**src/rtl/stamp_pkg.sv**
```systemverilog
// Shared constants and types for the microsecond timestamp counter.
// Assumes a 32-bit data bus and an 8-bit byte-offset address.
package stamp_pkg;
    localparam int DATA_W  = 32;
    localparam int ADDR_W  = 8;
    localparam int FIELD_W = 8;
    localparam int ACC_W   = FIELD_W + 1;   // holds values below D <= 2**FIELD_W
    localparam int SUM_W   = FIELD_W + 2;   // accumulator plus multiplier

    localparam logic [ADDR_W-1:0] OFS_COUNT  = 8'h00;
    localparam logic [ADDR_W-1:0] OFS_RATIO  = 8'h04;
    localparam logic [ADDR_W-1:0] OFS_FREEZE = 8'h3C;

    // Ratio register fields, each stored minus one.
    typedef struct packed {
        logic [FIELD_W-1:0] mul_m1;   // bits 15:8
        logic [FIELD_W-1:0] mod_m1;   // bits 7:0
    } ratio_t;

    localparam ratio_t RATIO_RESET = '{mul_m1: 8'd0, mod_m1: 8'd11};
endpackage

```
**src/rtl/stamp_regs.sv**
```systemverilog
// Register file: ratio and freeze registers, write decode and read mux.
// Assumes single-cycle write strobes; reads are combinational.
module stamp_regs #(
    parameter int COUNT_W = 32
) (
    input  logic                          clk,
    input  logic                          rst_n,
    input  logic                          bus_wr,
    input  logic [stamp_pkg::ADDR_W-1:0]  bus_addr,
    input  logic [stamp_pkg::DATA_W-1:0]  bus_wdata,
    input  logic [COUNT_W-1:0]            count,
    output stamp_pkg::ratio_t             ratio,
    output logic                          frozen,
    output logic                          ratio_wr,
    output logic [stamp_pkg::DATA_W-1:0]  bus_rdata
);
    import stamp_pkg::*;

    localparam int RATIO_W = 2 * FIELD_W;

    ratio_t ratio_q;
    logic   freeze_q;
    logic   freeze_wr;
    logic   unused_wdata;

    assign unused_wdata = ^bus_wdata[DATA_W-1:RATIO_W];

    // Decode write strobes per register.
    always_comb begin
        ratio_wr  = bus_wr && (bus_addr == OFS_RATIO);
        freeze_wr = bus_wr && (bus_addr == OFS_FREEZE);
    end

    // Ratio register storage.
    always_ff @(posedge clk) begin
        if (!rst_n)
            ratio_q <= RATIO_RESET;
        else if (ratio_wr)
            ratio_q <= ratio_t'(bus_wdata[RATIO_W-1:0]);
    end

    // Freeze flag storage.
    always_ff @(posedge clk) begin
        if (!rst_n)
            freeze_q <= 1'b0;
        else if (freeze_wr)
            freeze_q <= bus_wdata[0];
    end

    // Read mux by offset; unmapped offsets read zero.
    always_comb begin
        case (bus_addr)
            OFS_COUNT:  bus_rdata = DATA_W'(count);
            OFS_RATIO:  bus_rdata = DATA_W'(ratio_q);
            OFS_FREEZE: bus_rdata = DATA_W'(freeze_q);
            default:    bus_rdata = '0;
        endcase
    end

    assign ratio  = ratio_q;
    assign frozen = freeze_q;
endmodule

```
**src/rtl/stamp_prescaler.sv**
```systemverilog
// Fractional prescaler: adds M per oscillator pulse and emits a tick
// when the sum reaches D. Assumes osc_en is one system-clock cycle wide.
module stamp_prescaler (
    input  logic                         clk,
    input  logic                         rst_n,
    input  logic                         osc_en,
    input  logic                         frozen,
    input  logic                         clear,
    input  stamp_pkg::ratio_t            ratio,
    output logic                         tick,
    output logic [stamp_pkg::ACC_W-1:0]  acc
);
    import stamp_pkg::*;

    logic [ACC_W-1:0] acc_q, acc_d;
    logic [SUM_W-1:0] step, modulus, sum, rem;
    logic             advance, reached, fast;

    // Derive step, modulus and the candidate next value.
    always_comb begin
        step    = SUM_W'(ratio.mul_m1) + SUM_W'(1);
        modulus = SUM_W'(ratio.mod_m1) + SUM_W'(1);
        sum     = SUM_W'(acc_q) + step;
        rem     = sum - modulus;
        fast    = step > modulus;
        reached = sum >= modulus;
        advance = osc_en && !frozen && !clear;
        tick    = advance && reached;
    end

    // Select the next accumulator value.
    always_comb begin
        if (clear)
            acc_d = '0;
        else if (!advance)
            acc_d = acc_q;
        else if (fast)
            acc_d = '0;
        else if (reached)
            acc_d = rem[ACC_W-1:0];
        else
            acc_d = sum[ACC_W-1:0];
    end

    // Accumulator register.
    always_ff @(posedge clk) begin
        if (!rst_n)
            acc_q <= '0;
        else
            acc_q <= acc_d;
    end

    assign acc = acc_q;
endmodule

```
**src/rtl/stamp_counter.sv**
```systemverilog
// Up-counter advanced by the prescaler tick; wraps silently.
module stamp_counter #(
    parameter int COUNT_W = 32
) (
    input  logic               clk,
    input  logic               rst_n,
    input  logic               tick,
    output logic [COUNT_W-1:0] count
);
    // Count ticks with modular wrap.
    always_ff @(posedge clk) begin
        if (!rst_n)
            count <= '0;
        else if (tick)
            count <= count + COUNT_W'(1);
    end
endmodule

```
**src/rtl/usec_stamp_timer.sv**
```systemverilog
// Top: microsecond timestamp counter with a fractional prescaler.
// Assumes all inputs are synchronous to clk; COUNT_W must not exceed 32.
module usec_stamp_timer #(
    parameter int COUNT_W = 32
) (
    input  logic        clk,
    input  logic        rst_n,
    input  logic        osc_en,
    input  logic        bus_wr,
    input  logic [7:0]  bus_addr,
    input  logic [31:0] bus_wdata,
    output logic [31:0] bus_rdata
);
    import stamp_pkg::*;

    ratio_t             ratio_s;
    logic               frozen_s;
    logic               ratio_wr_s;
    logic               tick_s;
    logic [ACC_W-1:0]   acc_s;
    logic [COUNT_W-1:0] count_s;

    stamp_regs #(.COUNT_W(COUNT_W)) u_regs (
        .clk       (clk),
        .rst_n     (rst_n),
        .bus_wr    (bus_wr),
        .bus_addr  (bus_addr),
        .bus_wdata (bus_wdata),
        .count     (count_s),
        .ratio     (ratio_s),
        .frozen    (frozen_s),
        .ratio_wr  (ratio_wr_s),
        .bus_rdata (bus_rdata)
    );

    stamp_prescaler u_presc (
        .clk    (clk),
        .rst_n  (rst_n),
        .osc_en (osc_en),
        .frozen (frozen_s),
        .clear  (ratio_wr_s),
        .ratio  (ratio_s),
        .tick   (tick_s),
        .acc    (acc_s)
    );

    stamp_counter #(.COUNT_W(COUNT_W)) u_count (
        .clk   (clk),
        .rst_n (rst_n),
        .tick  (tick_s),
        .count (count_s)
    );
endmodule

```
**config.mk**
```make
export PLATFORM = sky130hd
export DESIGN_NAME = usec_stamp_timer
export DESIGN_NICKNAME = d
export VERILOG_FILES = /design/src/rtl/stamp_pkg.sv /design/src/rtl/stamp_regs.sv /design/src/rtl/stamp_prescaler.sv /design/src/rtl/stamp_counter.sv /design/src/rtl/usec_stamp_timer.sv
export SDC_FILE = /design/constraint.sdc
export NUM_CORES = 1
export LEC_CHECK = 0
export CORE_MARGIN = 5
export CORE_UTILIZATION = 30
export DETAILED_ROUTE_END_ITERATION = 8
export GPL_TIMING_DRIVEN = 0
export PLACE_DENSITY_LB_ADDON = 0.25
export SLEW_MARGIN = 20
export SYNTH_ARGS = -nofsm -noshare
export SYNTH_HDL_FRONTEND = slang
export SYNTH_HIERARCHICAL = 1
export SYNTH_SLANG_ARGS = --single-unit
```
**constraint.sdc**
```tcl
create_clock -name clk -period 10.3 [get_ports clk]
set_clock_uncertainty 0.1 [all_clocks]
set_input_delay 2.06 -clock clk [delete_from_list [all_inputs] [get_ports clk]]
set_output_delay 2.06 -clock clk [all_outputs]
set_load 0.01 [all_outputs]
```
# Word level (Yosys, flattened, before mapping)
# Cells that the tools add are included.
# totals
output_inout_bits	32
regBits	58
input_bits	44
# op_classes
bitwise_logic	1
n_reduce_logical	9
add_sub_neg	5
eq_ne	2
n_lt_le_gt_ge	2
n_mux	3
# op_table
op	count
$pmux W32 S3	1
$add A32 B1 Y32 const B	1
$add A8 B1 Y9 const B	2
$mux W9	2
$add A9 B9 Y10	1
$ge A10 B9 Y1	1
$gt A10 B10 Y1	1
$sub A9 B9 Y9	1
$eq A8 B3 Y1 const B	1
$eq A8 B6 Y1 const B	1
$logic_not A8 Y1	1
$logic_and A1 B1 Y1	5
$logic_not A1 Y1	2
$reduce_or A2 Y1	1
$not A1 Y1	1

# Longest topological paths before layout
# depth
depth_word	5
depth_mapped	21
depth_no_buf	18

# By module
# The synthesis kept the hierarchy.
# modules_own_cells
module	area_each_um2	cells_each	seq_area_each_um2	instances
stamp_prescaler	1587.8	180	180.2	1
stamp_counter	1562.7	176	640.6	1
stamp_regs	1032.2	121	340.3	1

# Least setup slack after synthesis
# OpenSTA, ideal clock, no wires.
# synth_path
path_kind	input port to output port
start	in bus_addr[1]
end	out bus_rdata[11]
setup_slack_ps	4623
arrival_ps	3517
path_buffers	2
required_ps	8140
path_stages	5
path_cell_list	or4_4 buf_6 nor3_1 clkbuf_1 a22o_1
# synth_between
elab_chain_len	2
elab_cells_between_ends	4
cone_classes	2 x eq/ne; 1 x mux; 1 x reduce/logical
# synth_rtl
item	line_no	rtl
from (decl)	usec_stamp_timer.sv:10	input logic [7:0] bus_addr,
$eq A8 B6 Y1, or another cell as far along	stamp_regs.sv:52	case (bus_addr)
$pmux W32 S3 *	stamp_regs.sv:52	
to (decl)	usec_stamp_timer.sv:12	output logic [31:0] bus_rdata
# Every way passes the cells marked *; elsewhere a longest branch is shown, timed or not.

# Worst setup path after layout
# layout_path
start	in bus_addr[1]
end	out bus_rdata[4]
# The elaborated chain is that of the path after synthesis.

==> flow_summary.json <==
{
  "cp_max_fo": 10,
  "cp-end-kind": "primary output",
  "antennaDiodeCount": 0,
  "cp.required_ns": 8.14,
  "cp_common_cell": "clkdlybuf4s50_1",
  "synth.area.top_cells": "dfxtp_1, ha_1, a22o_1",
  "maxCapViolCount": 0,
  "layout-drive-gt1-share_pct": 8.348,
  "yosysWarningCount": 6,
  "place.gp.congestion": 0.8412,
  "synth_ff_type": "dfxtp_1",
  "grt_max_degree": 12,
  "slew_viol_final": 0,
  "synthCells": 477,
  "crit_chain": "clkdlybuf4s50_1 -> or4_4 -> buf_6 -> nor3_1 -> clkbuf_1 -> a22o_1 -> clkdlybuf4s50_1",
  "die_x_um": 128.1,
  "synth.most_common_cell": "dfxtp_1",
  "start_kind": "input pin",
  "clockRootBuffer": "clkbuf_16",
  "start_util_pct": 30.37,
  "period_minus_slack_ns": 7.003,
  "min_to": "u_count/count[31]$_SDFFE_PN0P_",
  "tritoncts": "yes",
  "drt_iter0_drc": 176,
  "syn_to_final_growth_pct": 25.55,
  "wl_um": 11790,
  "cpPeakStageDelay_ns": 0.54,
  "drc_errors": 0,
  "power.leakage_uw": 0.001996,
  "cp_num_buf_inv": 4,
  "cts.repair.resized": 0,
  "cts-buffers-inserted": 9,
  "critPathSlowestCell": "clkdlybuf4s50_1",
  "synth_fp_nets": 554,
  "peakVddDrop_mv": 0.06295,
  "worst_pin_slew_ns": 0.8523,
  "timing.rr.start": "u_regs/ratio[8]$_SDFFE_PN0P_",
  "h-tree-depth": 3,
  "ant_nets": 0,
  "synth_seq_cells": 58,
  "hold_viol": 0,
  "timing.fmax_mhz": 142.8,
  "stdcell_count": 731,
  "worstHoldPathType": "reg -> reg",
  "io_buffer_count": 59,
  "postCtsSetupBuffers": 0,
  "grt_pass1_wl_um": 19260,
  "rsz0062_at_grt": "no",
  "yosysTopAreaCell": "dfxtp_1",
  "rr_endpoint": "u_count/count[26]$_SDFFE_PN0P_",
  "cts_hold_buf": 0,
  "coreArea_um2": 13770,
  "clockBufferDepth": 2,
  "tns_ns": 0,
  "die_y_um": 128.1,
  "syn_area_per_cell_um2": 8.769,
  "antenna_found_initial": 0,
  "power_per_cell_area_nw_per_um2": 146.2,
  "hpwl_um": 9085,
  "vias": 3795,
  "drt-pass1-iter-count": 6,
  "relSlewSlack_pct": 43.18,
  "cts.sinks": 58,
  "arrival_ns": 4.84,
  "grtUsageTotal_pct": 14.64,
  "status": "complete, no violations",
  "synthTopCellsByCount": "dfxtp_1, nand2_1, ha_1",
  "worst_r2r_path_depth": 20,
  "dieArea_um2": 16400,
  "syn_area_um2": 4183,
  "synth-edff-count": 0,
  "yosysTopAreaCellShare_pct": 27.76,
  "dp_cells": 716,
  "async_reset_ff_share_pct": 0,
  "grt_pass1_vias": 3712,
  "crit_type": "in -> out",
  "nFillCells": 1443,
  "rows": 43,
  "ios": 76,
  "nNetsFinal": 624,
  "finalSetupViolCount": 0,
  "via_per_inst": 5.192,
  "synth.distinct_cells": 62,
  "seq_area_frac_synth_pct": 27.76,
  "cpLargestDelayFamily": "buffers and inverters",
  "worstHoldStart": "u_count/count[31]$_SDFFE_PN0P_",
  "clk_pin_slew_ns": 0.05,
  "hold_depth": 2,
  "overflow": 0,
  "insertion_delay_ns": 0.33,
  "reg2reg_slack_ns": 4.95,
  "wl_per_cell_um": 16.12,
  "fin_crit_sh_pct": 67.99
}
==> final cells by class <==
| cell class | count | area, µm² | share of cell area, % |
|---|---|---|---|
| clock inverter | 4 | 20.02 | 0.3812 |
| inverter | 21 | 83.83 | 1.596 |
| timing repair buffer | 59 | 590.6 | 11.25 |
| buffer | 22 | 131.4 | 2.502 |
| clock buffer | 11 | 232.7 | 4.432 |
| tap | 180 | 225.2 | 4.289 |
| sequential | 58 | 1161 | 22.11 |
| multi-input combinational | 376 | 2806 | 53.44 |
==> through the flow <==
step	area (µm²)	setup WS, ns	utilization [%]	total power (µW)	hold slack, ns
after global placement	4999	3.225	36.29	505.6	0.3537
final	5251	3.297	38.13	767.7	0.3686
after detailed placement	4999	3.231	36.29	512.3	0.3623
after global routing	5251	3.081	38.13	811.7	0.4100
after CTS	5251	3.236	38.13	775.1	0.3711
after floorplan	4183	4.623	-	456.5	0.3380
==> power by group <==
group | total [µW] | internal (µW) | leakage [µW] | switching (µW)
Combinational | 260 | 131 | 0.00140 | 129
Sequential | 249 | 238 | 0.000469 | 10.4
Clock | 259 | 159 | 0.000129 | 99.9
==> layer usage <==
layer / track usage, % / share of wire, % / up-vias
li1: - / - / 1918
met1: 20.08 / 49 / 1797
met2: 22.77 / 45 / 70
met3: 4.292 / 4.8 / 10
met4: 3.246 / 0.87 / 0
met5: 0 / 0 / -
==> cell usage in the layout (no fill, tap or decap), types with 7 or more instances in the layout <==
master / n
o41ai_1: 11
dfxtp_1: 58
nand4_1: 16
nand2_1: 47
xnor2_1: 16
clkbuf_16: 9
and2_1: 17
o21ai_0: 8
clkdlybuf4s50_1: 59
a22o_1: 24
nand3_1: 19
mux2i_1: 18
inv_1: 20
a21oi_1: 18
ha_1: 31
nor2_1: 23
nand2b_1: 12
o211ai_1: 7
clkbuf_1: 15
xor2_1: 22
==> worst reg2reg max path: cells and delay by family (launching register included) <==
family          cells  cell delay, ns
flops               1            0.52
simple gates        5            0.91
buf+inv             3            0.71
compound gates      7            1.51
fa+ha+maj           3            0.99
xor+xnor            2            0.45
==> worst max-delay path by stage <==
stage                     start  slack (ns)  cells after the start             to
floorplan           bus_addr[1]        4.62                      5  bus_rdata[11]
global placement    bus_addr[1]        3.22                      7   bus_rdata[4]
detailed placement  bus_addr[1]        3.23                      7   bus_rdata[4]
CTS                 bus_addr[1]        3.24                      7   bus_rdata[4]
global route        bus_addr[1]        3.08                      7   bus_rdata[4]
finish              bus_addr[1]        3.30                      7   bus_rdata[4]
==> kinds of logic after synthesis <==
logic type	synth area share, %
XOR/XNOR	7.957
AO/OA/AOI/OAI	19.83
buffers and inverters	5.145
flip-flops	27.76
adder cells (fa/ha/maj)	10.23
multiplexers	6.281
AND/OR/NAND/NOR	22.79
==> flip-flops by register name, summed over array words and instances (netlist names) <==
signal and cells:
u_regs/frozen 1, u_regs/ratio 16, u_count/count 32, u_presc/acc 9
(Power assumes the default switching activity.)
